$ cat config.mk
export PLATFORM = sky130hd
export DESIGN_NAME = amo_alu
export DESIGN_NICKNAME = d
export VERILOG_FILES = /design/src/rtl/amo_pkg.sv /design/src/rtl/amo_operand_prep.sv /design/src/rtl/amo_combine.sv /design/src/rtl/amo_out_stage.sv /design/src/rtl/amo_alu.sv
export SDC_FILE = /design/constraint.sdc
export NUM_CORES = 1
export LEC_CHECK = 0
export CORE_MARGIN = 2
export CORE_UTILIZATION = 31
export DETAILED_ROUTE_END_ITERATION = 8
export DONT_BUFFER_PORTS = 1
export PLACE_DENSITY = 0.45
export SLEW_MARGIN = 20
export SYNTH_ARGS = -nofsm -noshare
export SYNTH_HDL_FRONTEND = slang
export SYNTH_SLANG_ARGS = --single-unit
$ cat constraint.sdc
create_clock -name clk -period 5.72 [get_ports clk]
set_clock_uncertainty 0.1 [all_clocks]
set_input_delay 1.144 -clock clk [delete_from_list [all_inputs] [get_ports clk]]
set_output_delay 1.144 -clock clk [all_outputs]
set_load 0.02 [all_outputs]
$ cat src/rtl/amo_pkg.sv
package amo_pkg;
  localparam int XLEN = 64;
  localparam int OPW  = 4;

  typedef enum logic [OPW-1:0] {
    OP_SWAP = 4'd0,
    OP_ADD  = 4'd1,
    OP_AND  = 4'd2,
    OP_OR   = 4'd3,
    OP_XOR  = 4'd4,
    OP_MIN  = 4'd5,
    OP_MAX  = 4'd6,
    OP_MINU = 4'd7,
    OP_MAXU = 4'd8
  } amo_op_e;
endpackage

$ cat src/rtl/amo_operand_prep.sv
module amo_operand_prep #(
  parameter int W = 64
) (
  input  logic         word,
  input  logic [W-1:0] raw,
  output logic [W-1:0] prepped
);
  localparam int HALF = W / 2;

  // word mode: drop upper half and sign-extend from the half's top bit
  always_comb begin
    if (word) prepped = {{HALF{raw[HALF-1]}}, raw[HALF-1:0]};
    else      prepped = raw;
  end
endmodule

$ cat src/rtl/amo_combine.sv
module amo_combine
  import amo_pkg::*;
#(
  parameter int W = 64
) (
  input  logic [OPW-1:0] op,
  input  logic [W-1:0]   a,
  input  logic [W-1:0]   b,
  output logic [W-1:0]   res,
  output logic           illegal
);
  logic s_lt, u_lt;

  assign s_lt = $signed(a) < $signed(b);
  assign u_lt = a < b;

  always_comb begin
    illegal = 1'b0;
    case (op)
      OP_SWAP: res = b;
      OP_ADD:  res = a + b;
      OP_AND:  res = a & b;
      OP_OR:   res = a | b;
      OP_XOR:  res = a ^ b;
      OP_MIN:  res = s_lt ? a : b;
      OP_MAX:  res = s_lt ? b : a;
      OP_MINU: res = u_lt ? a : b;
      OP_MAXU: res = u_lt ? b : a;
      default: begin
        res     = a;
        illegal = 1'b1;
      end
    endcase
  end
endmodule

$ cat src/rtl/amo_out_stage.sv
module amo_out_stage #(
  parameter int W = 64
) (
  input  logic         clk,
  input  logic         rst,
  input  logic         in_valid,
  output logic         in_ready,
  input  logic         word,
  input  logic [W-1:0] res,
  input  logic [W-1:0] old,
  input  logic         illegal,
  output logic         out_valid,
  input  logic         out_ready,
  output logic [W-1:0] out_new,
  output logic [W-1:0] out_old,
  output logic         out_illegal
);
  localparam int HALF = W / 2;

  logic         take;
  logic [W-1:0] res_fit;
  logic         word_q;

  assign in_ready = !out_valid || out_ready;
  assign take     = in_valid && in_ready;
  assign res_fit  = word ? {{HALF{res[HALF-1]}}, res[HALF-1:0]} : res;

  always_ff @(posedge clk) begin
    if (rst) begin
      out_valid   <= 1'b0;
      out_new     <= '0;
      out_old     <= '0;
      out_illegal <= 1'b0;
      word_q      <= 1'b0;
    end else begin
      if (take) begin
        out_valid   <= 1'b1;
        out_new     <= res_fit;
        out_old     <= old;
        out_illegal <= illegal;
        word_q      <= word;
      end else if (out_ready) begin
        out_valid   <= 1'b0;
      end
    end
  end

  // a stalled result keeps its valid and data
  p_hold_stall_r2: assert property (@(posedge clk) disable iff (rst)
    (out_valid && !out_ready) |=> (out_valid && $stable(out_new) && $stable(out_old) && $stable(out_illegal)));

  // an accepted request shows up on the output next cycle
  p_accept_valid_r2: assert property (@(posedge clk) disable iff (rst)
    (in_valid && in_ready) |=> out_valid);

  // word-mode results carry sign extension in the upper half
  p_word_sext_r9: assert property (@(posedge clk) disable iff (rst)
    (out_valid && word_q) |-> (out_new[W-1:HALF] == {HALF{out_new[HALF-1]}}
                               && out_old[W-1:HALF] == {HALF{out_old[HALF-1]}}));
endmodule

$ cat src/rtl/amo_alu.sv
module amo_alu
  import amo_pkg::*;
(
  input  logic            clk,
  input  logic            rst,
  input  logic            in_valid,
  output logic            in_ready,
  input  logic [OPW-1:0]  in_op,
  input  logic            in_word,
  input  logic [XLEN-1:0] in_old,
  input  logic [XLEN-1:0] in_src,
  output logic            out_valid,
  input  logic            out_ready,
  output logic [XLEN-1:0] out_new,
  output logic [XLEN-1:0] out_old,
  output logic            out_illegal
);
  logic [XLEN-1:0] a_p, b_p, res;
  logic            ill;

  amo_operand_prep #(.W(XLEN)) u_prep_old (.word(in_word), .raw(in_old), .prepped(a_p));
  amo_operand_prep #(.W(XLEN)) u_prep_src (.word(in_word), .raw(in_src), .prepped(b_p));

  amo_combine #(.W(XLEN)) u_comb (
    .op(in_op), .a(a_p), .b(b_p), .res(res), .illegal(ill)
  );

  amo_out_stage #(.W(XLEN)) u_out (
    .clk(clk), .rst(rst),
    .in_valid(in_valid), .in_ready(in_ready),
    .word(in_word), .res(res), .old(a_p), .illegal(ill),
    .out_valid(out_valid), .out_ready(out_ready),
    .out_new(out_new), .out_old(out_old), .out_illegal(out_illegal)
  );

  // unsupported op leaves memory value unchanged
  p_illegal_keeps_r10: assert property (@(posedge clk) disable iff (rst)
    (out_valid && out_illegal) |-> (out_new == out_old));

  // a cycle after reset the output stage is empty
  p_reset_empty_r1: assert property (@(posedge clk)
    $past(rst) |-> !out_valid);
endmodule

==> impl_metrics.yaml <==
timing:
  fin_crit_ns: 5.23
  finalMaxSlewViolations: 0
  setup_viol: 0
  relSlewSlack_pct: 36.6
  worst_pin_slew_ns: 0.950
  fmax_mhz: 191
  final_hold_viol_count: 0
  tns_ns: 0
  rsz0062_at_grt: "no"
  fin_crit_sh_pct: 91.4
power:
  irDropWorstVdd_v: 0.000188
  total_power_mw: 3.92
  leakage_nw: 7.50
  power.density_nw_per_um2: 235
cts:
  holdBufCountCts: 0
  clockBufferDepth: 2
  cts_resized: 0
  root_buffer: "clkbuf_16"
  post_cts_buffers: 0
  clk_pin_slew_ns: 0.07
  htreeDepth: 4
  cts_tree: "done"
  numCtsBuffers: 17
  cts.sinks: 130
  insertion_delay_ns: 0.50
synthesis:
  syn-instance-count: 2011
  synth_nets: 2341
  ys_seq_area_share_pct: 18.5
  syn_area_um2: 14100
  ys.flop_type: "dfxtp_1"
  yosys.area.top_type: "dfxtp_1"
  ys_async_sr_fraction_pct: 0
  synth_edf_count: 0
  synth_top_area_share_pct: 18.5
  yosysWarnings: 0
  avgSynthCellArea_um2: 6.99
  ys_types: 76
  ys_ff_latch: 130
  synth.top_cells.by_area: "dfxtp_1 19%, ha_1 17%, a21oi_1 8.4%"
cells_and_area:
  final_cell_mix: "235 x a21oi_1, 223 x buf_4, 193 x nand2_1, 192 x ha_1, 188 x nor2_1"
  final_common_cell: "a21oi_1"
  area_delta_synth_final_pct: 18.9
  final_nets: 2435
  drive_gt1_share_pct: 13.6
  antenna_cells: 0
setup_path:
  crit_required_ns: 6.00
  critPathLaunchType: "primary input"
  worstSetupEndpointType: "flip-flop"
  critPathArrivalTime_ns: 5.51
  critPathKind: "in2reg"
  crit_path_max_fanout: 17
detailed_routing:
  dr_total_vias: 15700
  routed_wl_um: 66700
  via_per_inst: 5.78
  first_iter_violations: 1324
  final_antenna_net_count: 0
  routedWlPerCell_um: 24.5
  drt-pass1-iter-count: 5
  drc: 0
global_route:
  track_usage_pct: 27.8
  grt_pass1_vias: 15000
  grt_pass1_wl_um: 97800
  antenna_found_initial: 0
  overflow: 0
  grt_max_degree: 120
floorplan:
  core_um2: 45100
  io_pins: 268
  fp-row-count: 78
  start_util_pct: 31.2
  die_area_um2: 47000
  dieWidth_um: 217
  die_height_um: 217
outcome:
  outcome: "completed"
place:
  routabilityCongestion: 0.944
  io_buffers: 0
  hpwl_um: 50600
run:
  drv_cap: 0
min_path:
  worstHoldPathType: "reg2reg"
## critical path, stage by stage
cell and delay, ns:
inv_2 0.13, buf_4 0.29, a21oi_1 0.19, ha_1 0.40
and3_1 0.21, nand2_1 0.09, nor4_1 0.38, buf_4 0.18
o2111ai_1 0.25, a41oi_1 0.36, buf_4 0.17, a31oi_1 0.17
buf_4 0.21, o41ai_1 0.43, buf_4 0.19, xnor2_1 0.18
a221oi_1 0.13, a2111oi_0 0.36
## metal layers
metal  global-route usage [%]  wire length, um  vias to the layer above
li1                         -                -                     7436
met1                     38.6            30900                     7602
met2                     42.0            28800                      610
met3                     6.39             5130                       75
met4                     9.89             1820                        0
met5                        0                0                        -
## cells by family after synthesis
family / Yosys count / synth area share [%]
compound gates: 761 / 35.2
xor+xnor: 27 / 1.74
fa+ha+maj: 193 / 17.2
buf+inv: 327 / 8.82
flops: 130 / 18.5
mux: 6 / 0.427
simple gates: 567 / 18.1
## per-stage QoR
stage	setup slack [ns]	area (um2)	instances	hold slack, ns	util, %
final	0.492	16700	2718	0.451	37.1
after global routing	0.290	16700	2718	0.469	37.1
after CTS	0.608	16700	2718	0.451	37.1
after detailed placement	0.0854	16100	2686	0.442	35.7
after global placement	0.0960	16100	2686	0.438	35.7
after floorplan	0.0121	14100	2011	0.435	-
## report_power, final
| group | leakage (nW) | total (mW) | internal, mW | switching, mW |
|---|---|---|---|---|
| Clock | 0.296 | 1.22 | 0.719 | 0.506 |
| Combinational | 6.13 | 1.55 | 0.624 | 0.929 |
| Sequential | 1.08 | 1.14 | 0.983 | 0.160 |
| Total | 7.50 | 3.92 | 2.33 | 1.60 |
## cells in the mapped netlist (all sizes together), types with 13 or more instances
library cell / instances
a211oi: 58
a21o: 41
a21oi: 237
a221oi: 51
a22oi: 13
a31oi: 23
and3: 13
buf: 20
clkbuf: 135
dfxtp: 130
ha: 192
inv: 172
nand2: 195
nand3: 20
nand4: 18
nor2: 191
nor2b: 23
nor3: 53
nor4: 14
o2111ai: 13
o211ai: 13
o21ai: 153
o21bai: 28
o221ai: 27
o22ai: 16
xnor2: 22
## final cells by class
cell class                 instances  area [um2]
fill                            4845       28400
multi-input combinational       1554       10300
sequential                       130        2600
timing repair buffer             230        1810
tap                              600         751
inverter                         172         646
clock buffer                      21         470
clock inverter                    11         153
## path summary, 6_finish.rpt
check	depth (start not counted)	startpoint	end	slack (ns)
worst max-delay path	18	in_word	u_out.out_new[61]$_SDFFE_PP0P_	0.49
worst min-delay path	2	u_out.out_old[31]$_SDFFE_PP0P_	u_out.out_old[31]$_SDFFE_PP0P_	0.45
worst max register to register	8	u_out.out_valid$_SDFFE_PP0P_	u_out.out_new[44]$_SDFFE_PP0P_	2.57
worst min register to register	2	u_out.out_old[31]$_SDFFE_PP0P_	u_out.out_old[31]$_SDFFE_PP0P_	0.45
## registers in the layout, indices dropped and copies added, names as in the netlist
register / count
u_out.out_valid: 1
u_out.out_illegal: 1
u_out.out_new: 64
u_out.out_old: 64
(Power assumes the default switching activity.)
